==> src/rtl/dma_chan_pkg.sv <==
package dma_chan_pkg;

  typedef enum logic [1:0] {
    TM_NOW = 2'b00,
    TM_HBL = 2'b01,
    TM_VBL = 2'b10,
    TM_SPC = 2'b11
  } timing_e;

  typedef enum logic [1:0] {
    SQ_IDLE,
    SQ_WAIT,
    SQ_RD,
    SQ_WR
  } seq_e;

  // Control word: spare[15:8] dhold[7] shold[6] cart[5] irq_en[4] rep[3] tm[2:1] en[0]
  typedef struct packed {
    logic [7:0] spare;
    logic       dhold;
    logic       shold;
    logic       cart;
    logic       irq_en;
    logic       rep;
    timing_e    tm;
    logic       en;
  } ctrl_t;

  localparam int CTRL_W = 16;

endpackage

==> src/rtl/dma_ctrl_reg.sv <==
module dma_ctrl_reg
  import dma_chan_pkg::*;
(
  input  logic  clk,
  input  logic  rst,
  input  logic  wr_en,
  input  ctrl_t wr_val,
  input  logic  self_clr,
  output ctrl_t ctrl_q,
  output ctrl_t ctrl_nx
);

  // The value the register will hold after this edge; the start
  // decision looks at it so a same-cycle CPU clear always wins.
  always_comb begin
    ctrl_nx = ctrl_q;
    if (wr_en) begin
      ctrl_nx = wr_val;
    end else if (self_clr) begin
      ctrl_nx.en = 1'b0;
    end
  end

  always_ff @(posedge clk) begin
    if (rst) begin
      ctrl_q <= '0;
    end else begin
      ctrl_q <= ctrl_nx;
    end
  end

endmodule

==> src/rtl/dma_trig_sel.sv <==
module dma_trig_sel
  import dma_chan_pkg::*;
#(
  parameter int CHAN_ID = 3
) (
  input  logic    clk,
  input  logic    rst,
  input  logic    hblank_i,
  input  logic    vblank_i,
  input  logic    special_i,
  input  timing_e tm,
  output logic    hit
);

  localparam bit HAS_SPECIAL = (CHAN_ID != 0);

  logic [2:0] cur;
  logic [2:0] prev_q;
  logic [2:0] edg;
  logic       spc_edge;

  assign cur = {special_i, vblank_i, hblank_i};
  assign edg = cur & ~prev_q;

  always_ff @(posedge clk) begin
    if (rst) begin
      prev_q <= '0;
    end else begin
      prev_q <= cur;
    end
  end

  generate
    if (HAS_SPECIAL) begin : g_spc
      assign spc_edge = edg[2];
    end else begin : g_nospc
      assign spc_edge = 1'b0;
    end
  endgenerate

  always_comb begin
    unique case (tm)
      TM_NOW:  hit = 1'b1;
      TM_HBL:  hit = edg[0];
      TM_VBL:  hit = edg[1];
      TM_SPC:  hit = spc_edge;
      default: hit = 1'b0;
    endcase
  end

endmodule

==> src/rtl/dma_xfer_seq.sv <==
module dma_xfer_seq
  import dma_chan_pkg::*;
#(
  parameter int CNT_W  = 14,
  parameter int ADDR_W = 28,
  parameter int DATA_W = 32
) (
  input  logic              clk,
  input  logic              rst,
  input  logic              start,
  input  logic              en_now,
  input  logic              gated,
  input  logic              cart_req,
  input  logic              shold,
  input  logic              dhold,
  input  logic [CNT_W-1:0]  cnt_ld,
  input  logic [ADDR_W-1:0] src_ld,
  input  logic [ADDR_W-1:0] dst_ld,
  input  logic              rd_ack,
  input  logic [DATA_W-1:0] rd_data,
  input  logic              wr_ack,
  output logic              busy,
  output logic              rd_req,
  output logic [ADDR_W-1:0] rd_addr,
  output logic              wr_req,
  output logic [ADDR_W-1:0] wr_addr,
  output logic [DATA_W-1:0] wr_data,
  output logic              finish
);

  localparam int RW = CNT_W + 1;
  localparam logic [RW-1:0] MAX_CNT = {1'b1, {CNT_W{1'b0}}};

  seq_e              state_q;
  logic [RW-1:0]     remain_q;
  logic [ADDR_W-1:0] src_q;
  logic [ADDR_W-1:0] dst_q;
  logic [DATA_W-1:0] data_q;

  assign finish = (state_q == SQ_WR) && wr_ack && (remain_q == RW'(1));

  always_ff @(posedge clk) begin
    if (rst) begin
      state_q  <= SQ_IDLE;
      remain_q <= '0;
      src_q    <= '0;
      dst_q    <= '0;
      data_q   <= '0;
    end else begin
      unique case (state_q)
        SQ_IDLE: begin
          if (start) begin
            remain_q <= (cnt_ld == '0) ? MAX_CNT : RW'(cnt_ld);
            src_q    <= src_ld;
            dst_q    <= dst_ld;
            state_q  <= SQ_WAIT;
          end
        end
        SQ_WAIT: begin
          if (!en_now) begin
            state_q <= SQ_IDLE;
          end else if (!gated || cart_req) begin
            state_q <= SQ_RD;
          end
        end
        SQ_RD: begin
          if (rd_ack) begin
            data_q  <= rd_data;
            state_q <= SQ_WR;
          end
        end
        SQ_WR: begin
          if (wr_ack) begin
            remain_q <= remain_q - 1'b1;
            if (!shold) src_q <= src_q + 1'b1;
            if (!dhold) dst_q <= dst_q + 1'b1;
            state_q <= (remain_q == RW'(1)) ? SQ_IDLE : SQ_WAIT;
          end
        end
        default: state_q <= SQ_IDLE;
      endcase
    end
  end

  assign busy    = (state_q != SQ_IDLE);
  assign rd_req  = (state_q == SQ_RD);
  assign wr_req  = (state_q == SQ_WR);
  assign rd_addr = src_q;
  assign wr_addr = dst_q;
  assign wr_data = data_q;

endmodule

==> src/rtl/dma_channel.sv <==
module dma_channel
  import dma_chan_pkg::*;
#(
  parameter int CHAN_ID = 3,
  parameter int CNT_W   = 14,
  parameter int ADDR_W  = 28,
  parameter int DATA_W  = 32
) (
  input  logic              clk,
  input  logic              rst,
  input  logic              ctrl_we,
  input  logic [15:0]       ctrl_wdata,
  input  logic              cnt_we,
  input  logic [CNT_W-1:0]  cnt_wdata,
  input  logic              src_we,
  input  logic [ADDR_W-1:0] src_wdata,
  input  logic              dst_we,
  input  logic [ADDR_W-1:0] dst_wdata,
  input  logic              hblank_i,
  input  logic              vblank_i,
  input  logic              special_req_i,
  input  logic              cart_req_i,
  output logic              mem_rd_req,
  output logic [ADDR_W-1:0] mem_rd_addr,
  input  logic              mem_rd_ack,
  input  logic [DATA_W-1:0] mem_rd_data,
  output logic              mem_wr_req,
  output logic [ADDR_W-1:0] mem_wr_addr,
  output logic [DATA_W-1:0] mem_wr_data,
  input  logic              mem_wr_ack,
  output logic [15:0]       ctrl_o,
  output logic              busy_o,
  output logic              irq_o
);

  localparam bit HAS_CART = (CHAN_ID == 3);

  ctrl_t             ctrl_q;
  ctrl_t             ctrl_nx;
  ctrl_t             ctrl_wv;
  logic              self_clr;
  logic              hit;
  logic              start;
  logic              busy;
  logic              finish;
  logic              gated;
  logic              irq_q;
  logic [CNT_W-1:0]  cnt_q;
  logic [ADDR_W-1:0] src_q;
  logic [ADDR_W-1:0] dst_q;

  assign ctrl_wv = ctrl_t'(ctrl_wdata);

  // Transfer setup registers, sampled at each start
  always_ff @(posedge clk) begin
    if (rst) begin
      cnt_q <= '0;
      src_q <= '0;
      dst_q <= '0;
    end else begin
      if (cnt_we) cnt_q <= cnt_wdata;
      if (src_we) src_q <= src_wdata;
      if (dst_we) dst_q <= dst_wdata;
    end
  end

  // Self clear unless a repeating, trigger-driven run just ended
  assign self_clr = finish && !(ctrl_q.rep && (ctrl_q.tm != TM_NOW));

  dma_ctrl_reg u_ctrl (
    .clk      (clk),
    .rst      (rst),
    .wr_en    (ctrl_we),
    .wr_val   (ctrl_wv),
    .self_clr (self_clr),
    .ctrl_q   (ctrl_q),
    .ctrl_nx  (ctrl_nx)
  );

  dma_trig_sel #(.CHAN_ID(CHAN_ID)) u_trig (
    .clk       (clk),
    .rst       (rst),
    .hblank_i  (hblank_i),
    .vblank_i  (vblank_i),
    .special_i (special_req_i),
    .tm        (ctrl_nx.tm),
    .hit       (hit)
  );

  assign start = !busy && ctrl_nx.en && hit;

  generate
    if (HAS_CART) begin : g_cart
      assign gated = ctrl_q.cart;
    end else begin : g_nocart
      assign gated = 1'b0;
    end
  endgenerate

  dma_xfer_seq #(
    .CNT_W  (CNT_W),
    .ADDR_W (ADDR_W),
    .DATA_W (DATA_W)
  ) u_seq (
    .clk      (clk),
    .rst      (rst),
    .start    (start),
    .en_now   (ctrl_q.en),
    .gated    (gated),
    .cart_req (cart_req_i),
    .shold    (ctrl_q.shold),
    .dhold    (ctrl_q.dhold),
    .cnt_ld   (cnt_q),
    .src_ld   (src_q),
    .dst_ld   (dst_q),
    .rd_ack   (mem_rd_ack),
    .rd_data  (mem_rd_data),
    .wr_ack   (mem_wr_ack),
    .busy     (busy),
    .rd_req   (mem_rd_req),
    .rd_addr  (mem_rd_addr),
    .wr_req   (mem_wr_req),
    .wr_addr  (mem_wr_addr),
    .wr_data  (mem_wr_data),
    .finish   (finish)
  );

  always_ff @(posedge clk) begin
    if (rst) begin
      irq_q <= 1'b0;
    end else begin
      irq_q <= finish && ctrl_q.irq_en;
    end
  end

  assign ctrl_o = ctrl_q;
  assign busy_o = busy;
  assign irq_o  = irq_q;

endmodule

==> config.mk <==
export PLATFORM = sky130hd
export DESIGN_NAME = dma_channel
export DESIGN_NICKNAME = d
export VERILOG_FILES = /design/src/rtl/dma_chan_pkg.sv /design/src/rtl/dma_ctrl_reg.sv /design/src/rtl/dma_trig_sel.sv /design/src/rtl/dma_xfer_seq.sv /design/src/rtl/dma_channel.sv
export SDC_FILE = /design/constraint.sdc
export NUM_CORES = 1
export LEC_CHECK = 0
export BUFFER_PORTS_ARGS = -buffer_cell sky130_fd_sc_hd__buf_4
export CORE_ASPECT_RATIO = 1.2
export CORE_MARGIN = 5
export CORE_UTILIZATION = 48
export CTS_CLUSTER_DIAMETER = 100
export CTS_CLUSTER_SIZE = 12
export DETAILED_ROUTE_END_ITERATION = 6
export HOLD_SLACK_MARGIN = 0.03
export MAX_ROUTING_LAYER = met4
export PLACE_DENSITY = 0.79
export SLEW_MARGIN = 10
export SYNTH_ARGS = -nofsm -noshare
export SYNTH_HDL_FRONTEND = slang
export SYNTH_SLANG_ARGS = --single-unit
==> constraint.sdc <==
create_clock -name clk -period 4.7 [get_ports clk]
set_clock_uncertainty 0.15 [all_clocks]
set_input_delay 0.235 -clock clk [delete_from_list [all_inputs] [get_ports clk]]
set_output_delay 0.235 -clock clk [all_outputs]
set_load 0.01 [all_outputs]
### After elaboration in Yosys (flattened, before gate mapping)

Index checks and enable logic that the tools add are counted.

| cells by class | value |
|---|---|
| bitwise logic cells | 2 |
| multiply operators | 0 |
| add/sub/neg operators | 3 |
| divide/modulo/power cells | 0 |
| equality and inequality tests | 13 |
| multiplexer cells | 23 |
| shift operators | 0 |
| reductions and logical operators | 22 |
| $lt $le $gt $ge | 0 |

Operators by type and width:

| cell | number |
|---|---|
| 28-bit 2-to-1 mux | 6 |
| 28-bit one-hot mux with 2 select lines | 2 |
| 28-bit by 1-bit adder with 28-bit output, second input constant | 2 |
| 15-bit 2-to-1 mux | 3 |
| 15-bit one-hot mux with 2 select lines | 1 |
| 15-bit by 1-bit == test with 1-bit output, second input constant | 1 |
| 15-bit by 1-bit subtractor with 15-bit output, second input constant | 1 |
| 14-bit zero test | 1 |
| 2-bit 2-to-1 mux | 6 |
| 4-bit AND reduction | 3 |
| 2-bit == test, second input constant | 4 |
| 2-bit one-hot mux with 4 select lines | 1 |
| 1-bit logical AND | 7 |
| 2-bit != test, second input constant | 3 |
| 2-bit nonzero test | 3 |
| 2-bit by 1-bit == test with 1-bit output, second input constant | 2 |
| 2-bit zero test | 2 |
| 2-bit by 1-bit != test with 1-bit output, second input constant | 2 |
| 1-bit one-hot mux with 4 select lines | 1 |
| 3-bit AND | 1 |
| 1-bit zero test | 3 |
| 1-bit 2-to-1 mux | 3 |
| 3-bit by 2-bit != test with 1-bit output, second input constant | 1 |
| 3-bit inverter | 1 |
| 3 further kinds | 3 |

| word-level totals | value |
|---|---|
| output and inout bits | 108 |
| memories kept | 0 |
| input bits | 130 |
| latch bits | 0 |
| memory bits (writable) | 0 |
| memory bits (read-only) | 0 |
| logic and storage cells | 81 |
| register bits | 195 |

### Longest topological paths before layout

| depth | value |
|---|---|
| word-level depth | 10 |
| mapped depth | 10 |
| depth with buffers taken out | 8 |

### Modules after synthesis

A second synthesis with hierarchy kept.

| unflattened totals | value |
|---|---|
| cell total of the unflattened synthesis | 1093 |
| area total of the unflattened synthesis | 9231.4 um2 |

Modules (own cells, without submodules):

| module | cells each | instances | area an instance (um2) | sequential area each (um2) |
|---|---|---|---|---|
| dma_xfer_seq | 795 | 1 | 5841.9 | 2102.0 |
| dma_channel | 233 | 1 | 2568.7 | 1421.4 |
| dma_ctrl_reg | 54 | 1 | 706.9 | 320.3 |
| dma_trig_sel | 11 | 1 | 113.9 | 60.1 |

### Worst setup path before layout

No wires, ideal clock.

| path | value |
|---|---|
| path type | register -> register |
| start point | register u_seq.src_q[0], in the netlist u_seq.rd_addr[0] |
| end point | register u_seq.src_q[20], in the netlist u_seq.rd_addr[20] |
| clock period less this slack | 2171 ps |
| arrival | 1929 ps |
| library setup time | 92 ps |
| required time | 4458 ps |
| buffers on the path | 1 |
| cell stages (with the launch flop) | 9 |
| path slack | 2529 ps |
| path through | dfxtp_1 ha_1 nand3_1 nor2_1 and3_1 buf_1 a221oi_1 a41o_1 nor4_1 |

| on the way | value |
|---|---|
| longest elaborated chain between the ends | 4 |

Ends and longest elaborated chain:

| element | RTL line | text |
|---|---|---|
| start, declared | dma_xfer_seq.sv:36 | `logic [ADDR_W-1:0] src_q;` |
| start signal, assigned | dma_xfer_seq.sv:54 | `src_q <= src_ld;` |
| start signal, assigned | dma_xfer_seq.sv:75 | `if (!shold) src_q <= src_q + 1'b1;` |
| 28-bit by 1-bit adder with 28-bit output | dma_xfer_seq.sv:75 |  |
| 28-bit 2-to-1 mux | dma_xfer_seq.sv:75 |  |
| 28-bit 2-to-1 mux | dma_xfer_seq.sv:73 | `if (wr_ack) begin` |
| 28-bit one-hot mux with 2 select lines | dma_xfer_seq.sv:50 | `unique case (state_q)` |

No other way between the ends. The select of a mux whose other input is x is not followed.
A chain may end at the register's enable or synchronous reset.

==> results <==
- The flow ran to the end, and the final reports show no timing, DRC or antenna violations.
- For this run, the post-layout net count is 1545.
- The detail route stage leaves a number of antenna-violating nets equal to 0.
- Adding up every negative setup slack in the final design gives 0 ps.
- Relative to the synthesized area, the layout overhead comes to 40.4%.
- The largest fanout on the critical path is 54.
- The slew at the pin with the worst max-slew slack is 1150 ps.
- The design draws 3.85 mW.
- The die is 161 µm tall.
- The final setup slack of the worst path is 1350 ps.
- The level count of the clock H-tree is 4.
- The number of slew-limit violations in the final report came to 0.
- After synthesis the netlist holds a flip-flop and latch count of 195.
- For this run, design rule violations remaining after detail routing come to 0.
- The critical path data arrival time is 3530 ps.
- Ranked by instance count, the synthesized netlist is headed by dfxtp_1, nand2_1, nor2_1, a21oi_1, mux2i_1.
- The number of max-capacitance violations reported is 0.
- The final-report hold violation count is 0.
- The number of instances in the synthesized netlist is 1097.
- The fraction of synthesis flops using an asynchronous set or reset pin is 0%.
- The number of warnings issued by yosys is 0.
- For this run, the detailed router's first-pass iteration total came to 5.
- Headroom to the max-slew limit came out at 23.4%.
- By area the synthesized netlist is led by dfxtp_1, mux2i_1, nand2_1.
- In this run the static leakage power is 5.30 nW.
- The total inserted antenna cells is 0.
- Setup repair after global routing left no endpoint under its margin.
- The via count of the first global-routing pass is 8864.
- In this run the most critical hold path is launched from rst.
- After detailed routing, the average wire length per cell comes to 16.5 µm.
- The tightest min-delay check is of the in2reg type.
- The number of primary I/O pins is 238.
- The final critical path time including I/O delays and setup is 3350 ps.
- Cells with a size suffix above 1 make up 21.4% of the layout.
- The CTS tree is done.
- Counting cells, the worst reg-to-reg path comes to 9.
- In the synthesized netlist the dominant register cell turns out to be dfxtp_1.
- The tightest hold path in the finished design has a slack of 45.6 ps.
- The biggest area consumer among synthesized cells is dfxtp_1.
- After the first detailed-routing iteration, the DRC count stood at 620.
- The via count of the routed design is 9201.
- The number of antenna violations at the first check in global routing is 0.
- The initial standard-cell utilization of the core is 48.5%.
- Buffers placed on the I/O ports in this run total 237.
- The fraction of synthesized cell area taken by the top area cell type is 43.0%.
- The sequential element share of the synthesized area is 43.0%.
- The maximum buffer depth of the clock tree is 2.
- Before CTS, the worst setup slack after placement is 1360 ps.
- After layout, the worst path uses 71.2% of the clock period.
- The die extent in x is 136 µm.
- The fmax is 0.299 GHz.
- The first-pass GRT wire length is 44.8 mm.
- The count of distinct cell types in the synthesized netlist is 72.
- The endpoint of the worst register-to-register path is u_seq.rd_addr[21].
- The total power divided by cell area is 302 nW/µm².
- The overall fraction of global-route tracks in use is 25.5%.
- The detailed-placement wirelength estimate is 17.7 mm.
- The required arrival time at the worst endpoint is 4890 ps.
- Setup violations remaining at the end of the flow were counted as 0.
- The path with the worst hold slack has its endpoint at u_seq.rd_addr[5].
- In this run the standard cell core region covers 18700 µm².
- The worst setup path is launched from a register.
- In this run, synthesis inferred 0 flip-flops with an integrated enable.
- The critical path is of the reg2reg type.
- The per-instance average area after synthesis is 8.27 µm².
- The area of the mapped netlist is 9080 µm².
- The synthesized netlist net count is 1231.
- The clock insertion delay at the later pin of the skew report is 420 ps.
- The worst hold path cell count is 2.
- The endpoint kind of the worst setup timing path is a register.
- The die covers 21800 µm².
- The post-CTS clock slew at the launch and capture registers of the worst setup and hold paths is 70 ps.
- The routed wire length is 27.7 mm.
- After clock tree synthesis, the setup repair step added 0 buffers.
- The via density per instance is 5.48.
- The tree is rooted in a clkbuf_16.
- The worst-case vdd ir drop is 0.250 mV.
- The number of cell rows is 55.
- Clock tree synthesis inserted a total of 17 buffers.
- The number of sinks handled by clock tree synthesis is 195.
- The worst register-to-register path has a setup slack of 1350 ps.
- The most common cell in the synthesized netlist is dfxtp_1.
- Entering global routing, the biggest net connects 104 pins.
- Summed over all layers, the global routing overflow is 0.
- The congestion estimate from routability-driven global placement came to 0.832.
==> layer usage <==
| metal | GRT usage (%) | vias to the layer above | wire [µm] |
|---|---|---|---|
| met5 | - | - | 0 |
| met4 | 7.70 | 0 | 588 |
| met3 | 3.85 | 43 | 1600 |
| met2 | 43.3 | 323 | 13800 |
| met1 | 31.3 | 4305 | 11800 |
| li1 | - | 4530 | - |
==> area by class of cell <==
class	instances	area (µm²)
Fill cell	1468	5980
Sequential cell	195	3900
Tap cell	256	320
Timing Repair Buffer	378	3180
Clock buffer	17	425
Clock inverter	14	121
Inverter	7	26.3
Multi-Input combinational cell	812	4770
==> registers in the layout, summed over array words and instances (netlist names), named ones only <==
name,flops
irq_o,1
u_seq.wr_data,32
u_trig.prev_q,3
u_seq.state_q,1
dst_q,28
src_q,28
u_seq.wr_addr,28
u_seq.rd_addr,28
cnt_q,14
u_ctrl.ctrl_q,16
u_seq.remain_q,15
==> layout by cell type (no fill, tap or decap), types with 11 or more instances in the layout <==
cell             n
mux2i_1         84
clkbuf_16       17
dfxtp_1        195
nand2_1        173
dlygate4sd3_1  135
a21oi_1        121
nor2_1         139
a211oi_1        12
o21ai_0         47
nor3_1          21
buf_4          242
and3_1          11
nand3_1         23
o32ai_1         11
==> repair_timing <==
item,4_1_cts,5_1_grt
hold buffers,135,0
gates resized for setup,0,0
hold endpoints to repair,121,0
==> stage by stage <==
step	utilization, %	instance area (µm²)	std cells
after floorplan	-	9080	1097
after global placement	57.9	10800	1513
after detailed placement	57.9	10800	1513
after CTS	68.1	12700	1679
after global routing	68.1	12700	1679
final	68.1	12700	1679
==> where the power goes <==
| part | switching (mW) | leakage (nW) | internal, mW |
|---|---|---|---|
| clock network | 0.674 | 0.258 | 0.691 |
| logic | 0.326 | 3.45 | 0.337 |
| registers | 0.0854 | 1.59 | 1.74 |
| total | 1.09 | 5.30 | 2.76 |
==> worst max-delay path, stage by stage, from the launching register on <==
cell and delay, ps:
dfxtp_1 390, nand2_4 430, clkinv_1 170, buf_4 250, nand4b_1 200, o221ai_4 200, o22ai_2 850, buf_4 290
a21oi_1 70, a211oi_1 220
==> logic make-up after synthesis <==
logic type	after synthesis	share of synthesized area, %
multiplexers	86	9.54
buffers and inverters	90	4.58
adder cells (fa/ha/maj)	4	0.551
AO/OA/AOI/OAI	285	20.3
AND/OR/NAND/NOR	437	22.1
flip-flops	195	43.0
==> worst max path at each step <==
stage | from | endpoint | depth (start not counted)
2_1_floorplan | u_seq.rd_addr[0] | u_seq.rd_addr[20] | 8
3_3_place_gp | register | u_seq.rd_addr[23] | 9
3_5_place_dp | register | u_seq.rd_addr[21] | 9
4_1_cts | register | u_seq.rd_addr[21] | 9
5_1_grt | register | u_seq.rd_addr[21] | 9
6_report | register | u_seq.rd_addr[21] | 9
Note: power is estimated with default switching activity, not from simulation.
